<file path="src/rtl/bp_match_pkg.sv">
package bp_match_pkg;

    typedef enum logic [1:0] {
        ACC_FETCH = 2'b00,
        ACC_READ  = 2'b01,
        ACC_WRITE = 2'b10,
        ACC_NONE  = 2'b11
    } acc_kind_e;

    typedef enum logic [1:0] {
        COND_EXEC = 2'b00,
        COND_WR   = 2'b01,
        COND_RSVD = 2'b10,
        COND_RW   = 2'b11
    } bp_cond_e;

    typedef enum logic [1:0] {
        ST_OPEN  = 2'b00,
        ST_MUTED = 2'b01,
        ST_DEFER = 2'b10
    } bp_state_e;

    localparam int COND_BASE = 16;

endpackage

</file>
<file path="src/rtl/bp_slot_cmp.sv">
module bp_slot_cmp
    import bp_match_pkg::*;
#(
    parameter int ADDR_W = 32
) (
    input  logic              acc_valid,
    input  logic [ADDR_W-1:0] acc_addr,
    input  logic [1:0]        acc_kind,
    input  logic [ADDR_W-1:0] bp_addr,
    input  logic [1:0]        cond,
    output logic              hit,
    output logic              is_exec
);

    logic addr_eq;
    logic kind_ok;

    always_comb begin
        addr_eq = (acc_addr == bp_addr);
        kind_ok = 1'b0;
        unique case (bp_cond_e'(cond))
            COND_EXEC: kind_ok = (acc_kind == ACC_FETCH);
            COND_WR:   kind_ok = (acc_kind == ACC_WRITE);
            COND_RW:   kind_ok = (acc_kind == ACC_READ) || (acc_kind == ACC_WRITE);
            default:   kind_ok = 1'b0;
        endcase
        hit     = acc_valid && addr_eq && kind_ok;
        is_exec = (cond == COND_EXEC);
    end

    always_comb begin
        if (cond == COND_RSVD) begin
            assert_rsvd_never_hits_R5: assert (!hit);
        end
        if (cond == COND_RW && acc_kind == ACC_FETCH) begin
            assert_rw_ignores_fetch_R6: assert (!hit);
        end
    end

endmodule

</file>
<file path="src/rtl/bp_regs.sv">
module bp_regs
    import bp_match_pkg::*;
#(
    parameter int NUM_SLOTS = 4,
    parameter int ADDR_W    = 32,
    parameter int DATA_W    = 32,
    parameter int RA_W      = 3
) (
    input  logic                              clk,
    input  logic                              rst_n,
    input  logic                              wr_en,
    input  logic [RA_W-1:0]                   addr,
    input  logic [DATA_W-1:0]                 wdata,
    output logic [DATA_W-1:0]                 rdata,
    input  logic                              task_sw,
    input  logic [NUM_SLOTS-1:0]              hit,
    output logic [NUM_SLOTS-1:0][ADDR_W-1:0]  bp_addr,
    output logic [NUM_SLOTS-1:0][1:0]         cond,
    output logic [NUM_SLOTS-1:0]              en_any,
    output logic                              exact,
    output logic [NUM_SLOTS-1:0]              status
);

    localparam int          LE_BIT   = 2 * NUM_SLOTS;
    localparam int          GE_BIT   = 2 * NUM_SLOTS + 1;
    localparam logic [RA_W-1:0] REG_CTRL = RA_W'(NUM_SLOTS);
    localparam logic [RA_W-1:0] REG_STAT = RA_W'(NUM_SLOTS + 1);

    logic [NUM_SLOTS-1:0] l_en;
    logic [NUM_SLOTS-1:0] g_en;
    logic                 le_q;
    logic                 ge_q;
    logic                 wr_ctrl;
    logic                 wr_stat;

    assign wr_ctrl = wr_en && (addr == REG_CTRL);
    assign wr_stat = wr_en && (addr == REG_STAT);

    always_ff @(posedge clk) begin
        if (!rst_n) begin
            bp_addr <= '0;
            cond    <= '0;
            l_en    <= '0;
            g_en    <= '0;
            le_q    <= 1'b0;
            ge_q    <= 1'b0;
            status  <= '0;
        end else begin
            for (int i = 0; i < NUM_SLOTS; i++) begin
                if (wr_en && addr == RA_W'(i)) begin
                    bp_addr[i] <= wdata[ADDR_W-1:0];
                end
                if (wr_ctrl) begin
                    cond[i] <= wdata[COND_BASE + 2*i +: 2];
                end
            end
            if (wr_ctrl) begin
                l_en <= wdata[NUM_SLOTS-1:0];
                g_en <= wdata[2*NUM_SLOTS-1:NUM_SLOTS];
                ge_q <= wdata[GE_BIT];
            end
            if (task_sw) begin
                le_q <= 1'b0;
            end else if (wr_ctrl) begin
                le_q <= wdata[LE_BIT];
            end
            status <= (status & ~(wr_stat ? wdata[NUM_SLOTS-1:0] : '0)) | hit;
        end
    end

    always_comb begin
        rdata = '0;
        if (addr < RA_W'(NUM_SLOTS)) begin
            for (int i = 0; i < NUM_SLOTS; i++) begin
                if (addr == RA_W'(i)) rdata[ADDR_W-1:0] = bp_addr[i];
            end
        end else if (addr == REG_CTRL) begin
            rdata[NUM_SLOTS-1:0]           = l_en;
            rdata[2*NUM_SLOTS-1:NUM_SLOTS] = g_en;
            rdata[LE_BIT]                  = le_q;
            rdata[GE_BIT]                  = ge_q;
            for (int i = 0; i < NUM_SLOTS; i++) begin
                rdata[COND_BASE + 2*i +: 2] = cond[i];
            end
        end else if (addr == REG_STAT) begin
            rdata[NUM_SLOTS-1:0] = status;
        end
    end

    assign en_any = l_en | g_en;
    assign exact  = le_q | ge_q;

    assert_ts_clears_le_R11: assert property (@(posedge clk) disable iff (!rst_n)
        task_sw |=> !le_q);

    assert_ts_keeps_ge_R11: assert property (@(posedge clk) disable iff (!rst_n)
        (task_sw && !wr_ctrl) |=> $stable(ge_q));

    assert_status_sticky_R7: assert property (@(posedge clk) disable iff (!rst_n)
        !wr_stat |=> ((status & $past(status)) == $past(status)));

endmodule

</file>
<file path="src/rtl/bp_fsm.sv">
module bp_fsm
    import bp_match_pkg::*;
(
    input  logic clk,
    input  logic rst_n,
    input  logic insn_start,
    input  logic rf_in,
    input  logic exec_armed,
    input  logic data_armed,
    input  logic exact,
    output logic fault
);

    bp_state_e state;
    bp_state_e state_nxt;
    logic      mute_now;
    logic      fire_now;
    logic      defer_new;
    logic      release_now;
    logic      fault_q;

    always_comb begin
        mute_now    = insn_start ? rf_in : (state == ST_MUTED);
        fire_now    = !mute_now && (exec_armed || (data_armed && exact));
        defer_new   = !mute_now && data_armed && !exact;
        release_now = (state == ST_DEFER) && insn_start;
    end

    always_comb begin
        state_nxt = state;
        unique case (state)
            ST_OPEN: begin
                if (insn_start)     state_nxt = rf_in ? ST_MUTED : (defer_new ? ST_DEFER : ST_OPEN);
                else if (defer_new) state_nxt = ST_DEFER;
            end
            ST_MUTED: begin
                if (insn_start)     state_nxt = rf_in ? ST_MUTED : (defer_new ? ST_DEFER : ST_OPEN);
            end
            ST_DEFER: begin
                if (insn_start)     state_nxt = rf_in ? ST_MUTED : (defer_new ? ST_DEFER : ST_OPEN);
            end
            default:                state_nxt = ST_OPEN;
        endcase
    end

    always_ff @(posedge clk) begin
        if (!rst_n) state <= ST_OPEN;
        else        state <= state_nxt;
    end

    always_ff @(posedge clk) begin
        if (!rst_n) fault_q <= 1'b0;
        else        fault_q <= fire_now || release_now;
    end

    assign fault = fault_q;

    assert_muted_no_fault_R9: assert property (@(posedge clk) disable iff (!rst_n)
        (state == ST_MUTED && !insn_start) |=> !fault);

    assert_defer_released_R10: assert property (@(posedge clk) disable iff (!rst_n)
        (state == ST_DEFER && insn_start) |=> fault);

    assert_no_arm_no_fault_R8: assert property (@(posedge clk) disable iff (!rst_n)
        (!exec_armed && !data_armed && state != ST_DEFER) |=> !fault);

endmodule

</file>
<file path="src/rtl/bp_match_unit.sv">
module bp_match_unit
    import bp_match_pkg::*;
#(
    parameter int NUM_SLOTS = 4,
    parameter int ADDR_W    = 32,
    parameter int DATA_W    = 32,
    localparam int RA_W     = $clog2(NUM_SLOTS + 2)
) (
    input  logic                 clk,
    input  logic                 rst_n,
    input  logic                 cfg_wr,
    input  logic [RA_W-1:0]      cfg_addr,
    input  logic [DATA_W-1:0]    cfg_wdata,
    output logic [DATA_W-1:0]    cfg_rdata,
    input  logic                 acc_valid,
    input  logic [ADDR_W-1:0]    acc_lin_addr,
    input  logic [1:0]           acc_kind,
    input  logic                 insn_start,
    input  logic                 rf_in,
    input  logic                 task_switch,
    output logic                 dbg_fault,
    output logic [NUM_SLOTS-1:0] bp_status
);

    logic [NUM_SLOTS-1:0][ADDR_W-1:0] bp_addr;
    logic [NUM_SLOTS-1:0][1:0]        cond;
    logic [NUM_SLOTS-1:0]             en_any;
    logic [NUM_SLOTS-1:0]             hit;
    logic [NUM_SLOTS-1:0]             is_exec;
    logic                             exact;
    logic                             exec_armed;
    logic                             data_armed;

    for (genvar g = 0; g < NUM_SLOTS; g++) begin : g_slot
        bp_slot_cmp #(.ADDR_W(ADDR_W)) u_cmp (
            .acc_valid (acc_valid),
            .acc_addr  (acc_lin_addr),
            .acc_kind  (acc_kind),
            .bp_addr   (bp_addr[g]),
            .cond      (cond[g]),
            .hit       (hit[g]),
            .is_exec   (is_exec[g])
        );
    end

    bp_regs #(
        .NUM_SLOTS (NUM_SLOTS),
        .ADDR_W    (ADDR_W),
        .DATA_W    (DATA_W),
        .RA_W      (RA_W)
    ) u_regs (
        .clk     (clk),
        .rst_n   (rst_n),
        .wr_en   (cfg_wr),
        .addr    (cfg_addr),
        .wdata   (cfg_wdata),
        .rdata   (cfg_rdata),
        .task_sw (task_switch),
        .hit     (hit),
        .bp_addr (bp_addr),
        .cond    (cond),
        .en_any  (en_any),
        .exact   (exact),
        .status  (bp_status)
    );

    assign exec_armed = |(hit & en_any & is_exec);
    assign data_armed = |(hit & en_any & ~is_exec);

    bp_fsm u_fsm (
        .clk        (clk),
        .rst_n      (rst_n),
        .insn_start (insn_start),
        .rf_in      (rf_in),
        .exec_armed (exec_armed),
        .data_armed (data_armed),
        .exact      (exact),
        .fault      (dbg_fault)
    );

    assert_hit_sets_status_R7: assert property (@(posedge clk) disable iff (!rst_n)
        (|hit) |=> ((bp_status & $past(hit)) == $past(hit)));

endmodule

</file>
<file path="config.mk">
export PLATFORM = sky130hd
export DESIGN_NAME = bp_match_unit
export DESIGN_NICKNAME = d
export VERILOG_FILES = /design/src/rtl/bp_match_pkg.sv /design/src/rtl/bp_slot_cmp.sv /design/src/rtl/bp_regs.sv /design/src/rtl/bp_fsm.sv /design/src/rtl/bp_match_unit.sv
export SDC_FILE = /design/constraint.sdc
export NUM_CORES = 1
export LEC_CHECK = 0
export BUFFER_PORTS_ARGS = -buffer_cell sky130_fd_sc_hd__buf_2
export CAP_MARGIN = 15
export CORE_UTILIZATION = 55
export CTS_CLUSTER_SIZE = 20
export DETAILED_ROUTE_END_ITERATION = 7
export PLACE_DENSITY_LB_ADDON = 0.1
export SLEW_MARGIN = 30
export SYNTH_ARGS = -nofsm -noshare
export SYNTH_HDL_FRONTEND = slang
export SYNTH_SLANG_ARGS = --single-unit
</file>
<file path="constraint.sdc">
create_clock -name clk -period 2.8 [get_ports clk]
set_clock_uncertainty 0.05 [all_clocks]
set_input_delay 0.56 -clock clk [delete_from_list [all_inputs] [get_ports clk]]
set_output_delay 0.56 -clock clk [all_outputs]
set_load 0.01 [all_outputs]
</file>
==> reports/metrics.yaml <==
run_status:
  outcome: "finished clean"
timing:
  maxSlewHeadroom_pct: 63.72
  worstMarginPinSlew_ns: 0.5392
  fin_tns_setup_ns: 0
  hold_viol: 0
  rsz0062_at_grt: "no"
  slew_viol_final: 0
  finalCritPeriodShare_pct: 90.02
  setup_viol: 0
  fin_ws_ns: 0.2793
  post-route-min-period_ns: 2.521
  max_freq_mhz: 396.7
global_routing:
  track_usage_pct: 41.65
  grt_max_degree: 87
  gr-total-overflow: 0
  grt_pass1_vias: 8712
  grt_pass1_wl_um: 53660
  antenna_found_initial: 0
critical_path:
  critical_path.endpoint: "cfg_rdata[23]"
  r2r_cells: 7
  crit_chain: "buf_2 > buf_12 > nor2b_1 > buf_4 > a21oi_1 > o22ai_1 > buf_2"
  r2r-end: "u_fsm.state[1]"
  r2r_setup_slack_ns: 0.42
  arrival_ns: 1.91
  endpoint_kind: "primary output"
  cp_max_fo: 36
  cp_slowest_cell: "nor2b_1"
  crit_type: "primary input to primary output"
  r2r_start: "u_regs.cond[0]"
  cp-start-kind: "primary input"
  crit_top_cell: "buf_2"
  crit_required_ns: 2.19
  cp-startpoint: "cfg_addr[0]"
  cp_slowest_stage_delay_ns: 0.25
power_and_ir_drop:
  powerDensity_nw_per_um2: 517.3
  peakVddDrop_mv: 0.4680
  power.leakage_uw: 0.003905
floorplanning:
  start_util_pct: 55.94
  num_io_pins: 113
  die_y_um: 131.6
  die_x_um: 131.6
  fp.coreArea_um2: 16520
  die_area_um2: 17330
  core.rowCount: 47
finish:
  finalInstanceArea_um2: 10880
  final_cells: 1508
  antenna-diode-count: 0
  drive_above_1_share_pct: 17.16
  fillers: 1438
  syn_to_final_growth_pct: 17.75
  num-nets-final: 1357
clock_network:
  cts_tree: "yes"
  cts_setup_buffers: 0
  cts_buffer_depth: 2
  cts_hold_buffers: 0
  clkTransAtPathRegs_ns: 0.07
  clkLatencyLatePin_ns: 0.44
  cts_root_buf: "clkbuf_16"
  cts_resized: 0
  cts_sinks: 153
  cts_made_buffers: 17
  cts-htree-levels: 4
yosys:
  synth_common_cells: "nand2_1, dfxtp_1, a21boi_1"
  netlist_instances: 1168
  synth_seq_area_share_pct: 33.13
  ys_types: 46
  synth_largest_area_cell: "dfxtp_1"
  syn_area_per_cell_um2: 7.914
  ys_top_cells_by_area: "dfxtp_1, nand2_1, a21boi_1"
  synth_top_flop_cell: "dfxtp_1"
  synth_top_area_share_pct: 33.13
  ys_ff_latch: 153
  postSynthNetCount: 1250
  yosysMostFrequentCell: "nand2_1"
  synth_edf_count: 0
  synthArstFlopShare_pct: 0
  synth_warnings: 0
  synth_area_um2: 9244
routing:
  final_antenna_net_count: 0
  drt-initial-drc-count: 1085
  vias: 9308
  routed_via_density: 6.172
  drc: 0
  wirelength_um: 35950
  wire_per_inst_um: 23.84
  first_pass_iters: 5
placed_design:
  globalplace.congestion: 1.100
  placed_area_um2: 10250
  placed_cells: 1476
  io_buffers: 112
  post-place-ws_ns: -0.02816
  dp_hpwl_um: 27340
job:
  cap_viol_max_count: 0
min_path:
  min_path_type: "primary input to flop"
  holdPathStages: 2
-- per-layer routing --
metal	vias up	track usage [%]	share of wire (%)
met5	-	0	0
met4	0	16.60	3.7
met3	77	8.025	9.4
met2	506	64.87	45
met1	4497	56.53	42
li1	4228	-	-
-- logic make-up after synthesis --
logic type	synth area share, %
AND/OR/NAND/NOR	26.84
AO/OA/AOI/OAI	17.37
flip-flops	33.13
XOR/XNOR	9.191
buffers and inverters	4.074
multiplexers	8.581
adder cells (fa/ha/maj)	0.8121
-- worst min-delay path by stage --
stage / start / to
after floorplan: u_regs.g_en[0] / u_regs.g_en[0]
after global placement: u_regs.ge_q / u_regs.ge_q
after detailed placement: u_regs.cond[2] / u_regs.cond[2]
after CTS: task_switch / u_regs.le_q
after global routing: task_switch / u_regs.le_q
final: task_switch / u_regs.le_q
-- stage by stage --
step | power (µW) | hold slack [ns] | util [%]
after CTS | 5604 | 0.2197 | 65.87
after detailed placement | 3099 | 0.4204 | 62.02
after floorplan | 2746 | 0.3977 | -
after global routing | 5758 | 0.2338 | 65.87
final | 5630 | 0.2226 | 65.87
after global placement | 3097 | 0.4075 | 62.02
-- power breakdown --
group / leakage (µW) / internal, µW / total (µW) / switching (µW)
clock: 0.000314 / 1470 / 2550 / 1080
sequential: 0.00124 / 2220 / 2280 / 53.4
combinational: 0.00235 / 312 / 806 / 494
-- state kept, by name (all words and copies together) (netlist names) --
name / flops
u_fsm.fault: 1
u_regs.cond: 8
u_regs.bp_addr: 128
u_regs.g_en: 4
u_fsm.state: 2
u_regs.le_q: 1
u_regs.ge_q: 1
u_regs.l_en: 4
u_regs.status: 4
-- critical path: cells and delay by family --
family	cells	cell delay (ns)
AOI/OAI and AO/OA	2	0.30
buffers and inverters	4	0.74
and+or+nand+nor	1	0.25
-- layout by cell type, fill, tap and decap left out, types with 5 or more instances in the layout --
| cell | count |
|---|---|
| dfxtp_1 | 153 |
| mux2_1 | 6 |
| o22a_1 | 5 |
| nand2_1 | 311 |
| clkbuf_16 | 17 |
| mux4_2 | 18 |
| nor2_1 | 25 |
| nand3_1 | 24 |
| nor2b_1 | 19 |
| buf_12 | 5 |
| mux2i_1 | 32 |
| xnor2_1 | 94 |
| o21ai_0 | 9 |
| nor4_1 | 20 |
| o2111ai_1 | 6 |
| o22ai_1 | 19 |
| a21oi_1 | 16 |
| nor3_1 | 8 |
| buf_4 | 48 |
| a21boi_1 | 149 |
| inv_6 | 5 |
| ha_1 | 6 |
| nand2b_1 | 62 |
| nand4_1 | 54 |
| inv_1 | 19 |
| buf_2 | 111 |
-- final cells by class --
class	count	area, µm²	share of cell area [%]
inverter	20	75.07	0.6897
multi-input combinational	919	5819	53.47
clock inverter	14	196.4	1.805
clock buffer	18	439.2	4.035
timing repair buffer	164	1016	9.334
tap	220	275.3	2.529
sequential	153	3063	28.14
No activity file was read; power rests on OpenSTA's default activity.
